**src/rtl/nvx_pkg.sv**
```systemverilog
package nvx_pkg;
  typedef enum logic [2:0] {
    NVX_OFF    = 3'd0,
    NVX_RECALL = 3'd1,
    NVX_READY  = 3'd2,
    NVX_ERASE  = 3'd3,
    NVX_PROG   = 3'd4
  } nvx_state_e;

  function automatic int unsigned nvx_max3(int unsigned a, int unsigned b, int unsigned c);
    int unsigned m;
    m = (a > b) ? a : b;
    return (m > c) ? m : c;
  endfunction
endpackage

```
**src/rtl/nvx_rst_sync.sv**
```systemverilog
module nvx_rst_sync (
  input  logic clk,
  input  logic rst_n,
  output logic rst_sync_n
);
  logic meta_q;
  logic hold_q;

  always_ff @(posedge clk or negedge rst_n) begin
    if (!rst_n) begin
      meta_q <= 1'b0;
      hold_q <= 1'b0;
    end else begin
      meta_q <= 1'b1;
      hold_q <= meta_q;
    end
  end

  assign rst_sync_n = hold_q;
endmodule

```
**src/rtl/nvx_phase_timer.sv**
```systemverilog
module nvx_phase_timer #(
  parameter int unsigned W = 8
) (
  input  logic         clk,
  input  logic         rst_n,
  input  logic         load,
  input  logic [W-1:0] load_val,
  output logic         done
);
  logic [W-1:0] cnt_q;
  logic [W-1:0] cnt_d;
  logic         cnt_en;

  always_comb begin
    cnt_en = load || (cnt_q != '0);
    cnt_d  = load ? load_val : (cnt_q - 1'b1);
  end

  always_ff @(posedge clk or negedge rst_n) begin
    if (!rst_n) begin
      cnt_q <= '0;
    end else if (cnt_en) begin
      cnt_q <= cnt_d;
    end
  end

  assign done = (cnt_q == '0);
endmodule

```
**src/rtl/nvx_dirty_track.sv**
```systemverilog
module nvx_dirty_track (
  input  logic clk,
  input  logic rst_n,
  input  logic wr_hit,
  input  logic xfer_end,
  output logic dirty
);
  logic dirty_q;
  logic dirty_d;
  logic dirty_en;

  always_comb begin
    dirty_en = wr_hit || xfer_end;
    dirty_d  = !xfer_end;
  end

  always_ff @(posedge clk or negedge rst_n) begin
    if (!rst_n) begin
      dirty_q <= 1'b0;
    end else if (dirty_en) begin
      dirty_q <= dirty_d;
    end
  end

  assign dirty = dirty_q;
endmodule

```
**src/rtl/nvx_wr_lock.sv**
```systemverilog
module nvx_wr_lock (
  input  logic clk,
  input  logic rst_n,
  input  logic recall_end,
  input  logic ce,
  input  logic we,
  output logic locked
);
  logic lock_q;
  logic lock_d;
  logic lock_en;
  logic pair_on;

  always_comb begin
    pair_on = ce && we;
    lock_en = (recall_end && pair_on) || !pair_on;
    lock_d  = recall_end && pair_on;
  end

  always_ff @(posedge clk or negedge rst_n) begin
    if (!rst_n) begin
      lock_q <= 1'b0;
    end else if (lock_en) begin
      lock_q <= lock_d;
    end
  end

  assign locked = lock_q;
endmodule

```
**src/rtl/nv_xfer_ctrl.sv**
```systemverilog
module nv_xfer_ctrl
  import nvx_pkg::*;
#(
  parameter int unsigned RCL_CYC = 64,
  parameter int unsigned ERS_CYC = 32,
  parameter int unsigned PRG_CYC = 48
) (
  input  logic clk,
  input  logic rst_n,
  input  logic pwr_good_i,
  input  logic ce_i,
  input  logic we_i,
  input  logic sw_store_i,
  output logic acc_en_o,
  output logic wr_en_o,
  output logic erase_o,
  output logic program_o,
  output logic recall_o,
  output logic busy_o,
  output logic dirty_o
);
  localparam int unsigned MAXC = nvx_max3(RCL_CYC, ERS_CYC, PRG_CYC);
  localparam int unsigned CW   = (MAXC < 2) ? 1 : $clog2(MAXC);
  localparam logic [CW-1:0] RCL_LD = CW'(RCL_CYC - 1);
  localparam logic [CW-1:0] ERS_LD = CW'(ERS_CYC - 1);
  localparam logic [CW-1:0] PRG_LD = CW'(PRG_CYC - 1);

  logic       rst_sync_n;
  nvx_state_e state_q;
  nvx_state_e state_d;
  logic       tmr_done;
  logic       tmr_load;
  logic [CW-1:0] tmr_val;
  logic       dirty;
  logic       locked;
  logic       recall_end;
  logic       xfer_end;
  logic       wr_hit;

  nvx_rst_sync u_rst (
    .clk        (clk),
    .rst_n      (rst_n),
    .rst_sync_n (rst_sync_n)
  );

  // next-state decision
  always_comb begin
    state_d = state_q;
    unique case (state_q)
      NVX_OFF: begin
        if (pwr_good_i) state_d = NVX_RECALL;
      end
      NVX_RECALL: begin
        if (tmr_done) state_d = pwr_good_i ? NVX_READY : NVX_OFF;
      end
      NVX_READY: begin
        if (sw_store_i || (!pwr_good_i && dirty)) state_d = NVX_ERASE;
        else if (!pwr_good_i)                    state_d = NVX_OFF;
      end
      NVX_ERASE: begin
        if (tmr_done) state_d = NVX_PROG;
      end
      NVX_PROG: begin
        if (tmr_done) state_d = pwr_good_i ? NVX_READY : NVX_OFF;
      end
      default: state_d = NVX_OFF;
    endcase
  end

  always_ff @(posedge clk or negedge rst_sync_n) begin
    if (!rst_sync_n) begin
      state_q <= NVX_OFF;
    end else begin
      state_q <= state_d;
    end
  end

  // phase timer reload on every state change
  always_comb begin
    tmr_load = (state_d != state_q);
    unique case (state_d)
      NVX_RECALL: tmr_val = RCL_LD;
      NVX_ERASE:  tmr_val = ERS_LD;
      NVX_PROG:   tmr_val = PRG_LD;
      default:    tmr_val = '0;
    endcase
  end

  nvx_phase_timer #(.W(CW)) u_tmr (
    .clk      (clk),
    .rst_n    (rst_sync_n),
    .load     (tmr_load),
    .load_val (tmr_val),
    .done     (tmr_done)
  );

  always_comb begin
    recall_end = (state_q == NVX_RECALL) && tmr_done;
    xfer_end   = tmr_done && ((state_q == NVX_RECALL) || (state_q == NVX_PROG));
    wr_hit     = (state_q == NVX_READY) && ce_i && we_i && !locked;
  end

  nvx_wr_lock u_lock (
    .clk        (clk),
    .rst_n      (rst_sync_n),
    .recall_end (recall_end && pwr_good_i),
    .ce         (ce_i),
    .we         (we_i),
    .locked     (locked)
  );

  nvx_dirty_track u_dirty (
    .clk      (clk),
    .rst_n    (rst_sync_n),
    .wr_hit   (wr_hit),
    .xfer_end (xfer_end),
    .dirty    (dirty)
  );

  assign acc_en_o  = (state_q == NVX_READY);
  assign wr_en_o   = wr_hit;
  assign erase_o   = (state_q == NVX_ERASE);
  assign program_o = (state_q == NVX_PROG);
  assign recall_o  = (state_q == NVX_RECALL);
  assign busy_o    = recall_o || erase_o || program_o;
  assign dirty_o   = dirty;
endmodule

```
**config.mk**
```make
export PLATFORM = sky130hd
export DESIGN_NAME = nv_xfer_ctrl
export DESIGN_NICKNAME = d
export VERILOG_FILES = /design/src/rtl/nvx_pkg.sv /design/src/rtl/nvx_rst_sync.sv /design/src/rtl/nvx_phase_timer.sv /design/src/rtl/nvx_dirty_track.sv /design/src/rtl/nvx_wr_lock.sv /design/src/rtl/nv_xfer_ctrl.sv
export SDC_FILE = /design/constraint.sdc
export NUM_CORES = 1
export LEC_CHECK = 0
export CAP_MARGIN = 30
export CELL_PAD_IN_SITES_DETAIL_PLACEMENT = 0
export CELL_PAD_IN_SITES_GLOBAL_PLACEMENT = 2
export CORE_ASPECT_RATIO = 0.7
export CORE_MARGIN = 5
export CORE_UTILIZATION = 36
export CTS_CLUSTER_DIAMETER = 120
export DETAILED_ROUTE_END_ITERATION = 16
export GPL_ROUTABILITY_DRIVEN = 0
export PLACE_DENSITY_LB_ADDON = 0.1
export SLEW_MARGIN = 20
export SYNTH_ARGS = -nofsm -noshare
export SYNTH_HDL_FRONTEND = slang
export SYNTH_HIERARCHICAL = 1
export SYNTH_SLANG_ARGS = --single-unit
```
**constraint.sdc**
```tcl
create_clock -name clk -period 2.3 [get_ports clk]
set_input_delay 0.46 -clock clk [delete_from_list [all_inputs] [get_ports clk]]
set_output_delay 0.46 -clock clk [all_outputs]
set_load 0.03 [all_outputs]
```
# Word-level counts from Yosys, hierarchy flattened
# Index checks and enable logic that the tools add are counted.
dict set report totals {
  input_bits 6
  output_inout_bits 7
  word_cells 48
  reg_bits 13
}
dict set report classes {
  n_reduce_logical 24
  n_eq_ne 8
  muxes 9
  addsub 1
}
# operator count
set ops {}
lappend ops {{$pmux W6 S3} 1}
lappend ops {{$mux W3} 5}
lappend ops {{$pmux W3 S4} 1}
lappend ops {{$eq A3 B2 Y1 const B} 3}
lappend ops {{$logic_and A1 B1 Y1} 9}
lappend ops {{$logic_or A1 B1 Y1} 7}
lappend ops {{$eq A3 B1 Y1 const B} 2}
lappend ops {{$eq A3 B3 Y1 const B} 2}
lappend ops {{$logic_not A6 Y1} 1}
lappend ops {{$mux W6} 1}
lappend ops {{$reduce_bool A6 Y1} 1}
lappend ops {{$sub A6 B1 Y6 const B} 1}
lappend ops {{$logic_not A1 Y1} 4}
lappend ops {{$logic_not A3 Y1} 1}
lappend ops {{$ne A3 B3 Y1} 1}
lappend ops {{$mux W2} 1}
lappend ops {{$reduce_or A2 Y1} 1}

# Depth between registers and ports, before layout
dict set report logic_depth {
  depth_word 8
  depth_mapped 10
  depth_no_buf 9
}

# Modules after synthesis
# Netlist, hierarchy kept.
# module cells_per_inst area_per_inst_um2 n_inst seq_area_each_um2
set by_module_without_submodules {}
lappend by_module_without_submodules {nvx_phase_timer 40 400.4 1 150.1}
lappend by_module_without_submodules {nv_xfer_ctrl 42 374.1 1 75.1}
lappend by_module_without_submodules {nvx_rst_sync 3 53.8 1 50.0}
lappend by_module_without_submodules {nvx_dirty_track 2 35.0 1 25.0}
lappend by_module_without_submodules {nvx_wr_lock 2 35.0 1 25.0}

# Worst setup path after synthesis
# Ideal clock, no wire load.
dict set report synth_timing {
  kind {reg2out}
  from {register state_q[2]}
  to {output wr_en_o}
  stages_incl_launch_ff 4
  n_path_buf 1
  required_ns 1.840
  setup_slack_ns 0.170
  t_arrival_ns 1.670
  cell_sequence {dfrtp_1 buf_6 nand2b_4 nor4_1}
}
dict set report synth_via {
  elab_chain_len 4
}
# item line_no
set synth_lines {}
lappend synth_lines {{start, declared} nv_xfer_ctrl.sv:29} ;# nvx_state_e state_q;
lappend synth_lines {{start signal, assigned} nv_xfer_ctrl.sv:74} ;# state_q <= state_d;
lappend synth_lines {{$eq A3 B2 Y1} nv_xfer_ctrl.sv:100} ;# wr_hit = (state_q == NVX_READY) && ce_i && we_i && !locked;
lappend synth_lines {{$logic_and A1 B1 Y1 (3 in a row)} nv_xfer_ctrl.sv:100}
lappend synth_lines {{end, declared} nv_xfer_ctrl.sv:15} ;# output logic wr_en_o,
# No other way between the ends.

# Worst setup path in the final report
dict set report layout_timing {
  from {register state_q[1]}
  to {output program_o}
}
dict set report layout_via {
  elab_chain_len 1
}
# item line_no
set layout_lines {}
lappend layout_lines {{$eq A3 B3 Y1} nv_xfer_ctrl.sv:123} ;# assign program_o = (state_q == NVX_PROG);
lappend layout_lines {{end, declared} nv_xfer_ctrl.sv:17} ;# output logic program_o,
# No other way between the ends.

==> results.sh <==
export IMPL_p_sw_uw=502
export IMPL_grt_pass1_wl_mm=2.97
export IMPL_cts_tree="yes"
export IMPL_comb_power_share=0.524
export IMPL_p_leak_uw=0.000470
export IMPL_rsz0062_at_grt="false"
export IMPL_finalWorstSetupSlack_ps=155
export IMPL_netlist_instances=89
export IMPL_grt_max_degree=15
export IMPL_path_clk_slew_ps=80
export IMPL_end_kind="output pin"
export IMPL_synth_most_common_cell="dfrtp_1"
export IMPL_min_path_type="flip-flop to asynchronous set/reset pin"
export IMPL_h_tree_depth=1
export IMPL_maxCapViolCount=0
export IMPL_drc=0
export IMPL_synth_fp_nets=97
export IMPL_drive_gt1_frac=0.221
export IMPL_start_kind="flip-flop"
export IMPL_via_per_inst=4.86
export IMPL_fin_crit_sh=0.932
export IMPL_synth_distinct_cells=43
export IMPL_clkSinkCount=13
export IMPL_r2r_slack_ps=250
export IMPL_clock_fmax_mhz=466
export IMPL_skew_ps=4.44
export IMPL_drt_iter0_markers=14
export IMPL_pwr_share_clk=0.118
export IMPL_core_area_um2=2420
export IMPL_floorplan_initialDensity=0.371
export IMPL_synth_warnings=6
export IMPL_fp_dieH_um=51.8
export IMPL_crit_required_ps=1840
export IMPL_antenna_diode_count=0
export IMPL_fp_dieArea_um2=3610
export IMPL_vdd_drop_max_v=0.000496
export IMPL_first_pass_iters=4
export IMPL_post_route_min_period_ps=2140
export IMPL_async_flop_share=1.00
export IMPL_synthTopCellsByCount="dfrtp_1, nor2_1, nand2_1"
export IMPL_crit_type="flip-flop to output pin"
export IMPL_vias=670
export IMPL_wirelength_mm=1.72
export IMPL_yosys_area_top_type="dfrtp_1"
export IMPL_gr_usage_all_layers=0.105
export IMPL_synth_area_leaders="dfrtp_1, buf_6, xnor2_1"
export IMPL_clk_latency_ps=270
export IMPL_syn_area_um2=898
export IMPL_synth_ff_latch_count=13
export IMPL_ff2ff_path_depth=10
export IMPL_final_setup_viol_count=0
export IMPL_post_place_ws_ps=167
export IMPL_power_density_nw_per_um2=1080
export IMPL_dp_hpwl_mm=1.38
export IMPL_fill_cells=236
export IMPL_layout_nets=113
export IMPL_avgSynthCellArea_um2=10.1
export IMPL_synth_edf_count=0
export IMPL_cp_arrival_ps=1680
export IMPL_slew_viol_final=0
export IMPL_synth_top_flop_cell="dfrtp_1"
export IMPL_die_w_um=69.7
export IMPL_ys_seq_area_frac=0.362
export IMPL_row_count=15
export IMPL_grt_pass1_vias=675
export IMPL_root_buffer="clkbuf_4"
export IMPL_hold_violations=0
export IMPL_antenna_found_initial=0
export IMPL_setup_tns_ps=0
export IMPL_outcome="finished, final reports clean"
export IMPL_reg2reg_to="u_tmr/cnt_q[1]"
export IMPL_power_frac_seq=0.359
export IMPL_pin_count=13
export IMPL_cts_buffer_depth=2
export IMPL_port_buffers=12
export IMPL_drtAntennaViolNets=0
export IMPL_wl_per_cell_um=12.5
export IMPL_overflow=0
export IMPL_worstReg2RegStart="u_tmr/cnt_q[0]"
export IMPL_cts_buffers=3
export IMPL_yosys_area_top_type_share=0.362
export IMPL_worst_path_max_fanout=10
export IMPL_p_int_uw=661
export IMPL_swShare=0.432
export IMPL_syn_to_final_growth_pct=19.5
logic make-up after synthesis:
| logic type | synth area share |
|---|---|
| and+or+nand+nor | 0.249 |
| AOI/OAI and AO/OA | 0.202 |
| DFF | 0.362 |
| buffers and inverters | 0.0752 |
| xor gates and xnor gates | 0.0390 |
| muxes | 0.0404 |
| adders and majority gates | 0.0279 |
| other | 0.00417 |
cell usage in the layout (no fill, tap or decap), types with 2 or more instances in the layout:
cell | Yosys | routed
ha_1 | 2 | 2
nand2b_1 | 4 | 4
dlygate4sd2_1 | 0 | 2
nand2_1 | 6 | 6
inv_1 | 5 | 5
and2_1 | 2 | 2
nor2_1 | 9 | 9
buf_4 | 0 | 5
xnor2_1 | 4 | 4
a21oi_1 | 4 | 4
nor4_1 | 2 | 2
o31ai_1 | 3 | 3
clkbuf_4 | 0 | 3
dfrtp_1 | 13 | 12
clkdlybuf4s50_1 | 0 | 9
layout make-up:
| class | instances | area, um2 | area share |
|---|---|---|---|
| multi-input cells | 66 | 514 | 0.479 |
| flip-flops and latches | 13 | 327 | 0.304 |
| repair buffers | 16 | 145 | 0.135 |
| well taps | 34 | 42.5 | 0.0396 |
| clock buffers | 4 | 26.3 | 0.0245 |
| inverters | 5 | 18.8 | 0.0175 |
sequential cells by signal, indices dropped and copies added (netlist names):
name	cells
u_tmr/cnt_q	6
state_q	3
u_dirty/dirty	1
u_lock/locked	1
u_rst/meta_q	1
u_rst/rst_sync_n	1
per-stage QoR:
stage,instance area (um2),instances,utilization,hold slack (ps),total power (uW)
floorplan,898,89,-,134,878
global placement,1040,134,0.429,208,1040
detailed placement,1040,134,0.429,211,1030
CTS,1060,138,0.439,202,1160
global route,1070,138,0.443,234,1280
finish,1070,138,0.443,182,1160
layer usage:
layer | GRT usage | share of wire | vias up
met5 | 0 | 0 | -
met4 | 0.00955 | 0 | 0
met3 | 0.0405 | 0.047 | 0
met2 | 0.160 | 0.41 | 11
met1 | 0.148 | 0.54 | 317
li1 | - | - | 342
how the worst max path moves through the flow:
stage | start | endpoint | slack (ps) | cells past startpoint
CTS | state_q[1] | acc_en_o | 60 | 3
finish | state_q[1] | program_o | 160 | 2
floorplan | state_q[2] | wr_en_o | 170 | 3
global route | state_q[2] | acc_en_o | 70 | 3
global placement | pwr_good_i | u_tmr/cnt_q[1] | 210 | 8
detailed placement | pwr_good_i | u_tmr/cnt_q[1] | 170 | 8
power by group through the flow:
stage | Combinational, uW | Sequential (uW) | Clock [uW]
3_3_place_gp | 624 | 412 | 0
2_1_floorplan | 493 | 385 | 0
3_5_place_dp | 615 | 411 | 0
6_report | 609 | 417 | 137
5_1_grt | 687 | 436 | 159
4_1_cts | 611 | 406 | 145
worst max-delay path, stage by stage (launching register included):
cell	delay [ps]
dfrtp_2	500
nor3b_2	220
clkdlybuf4s50_1	690
timing repair:
action	4_1_cts	5_1_grt
hold buffers	0	0
buffers inserted	0	0
gates resized for setup	2	2
setup endpoints to repair	2	2
No activity file was read; power rests on OpenSTA's default activity.
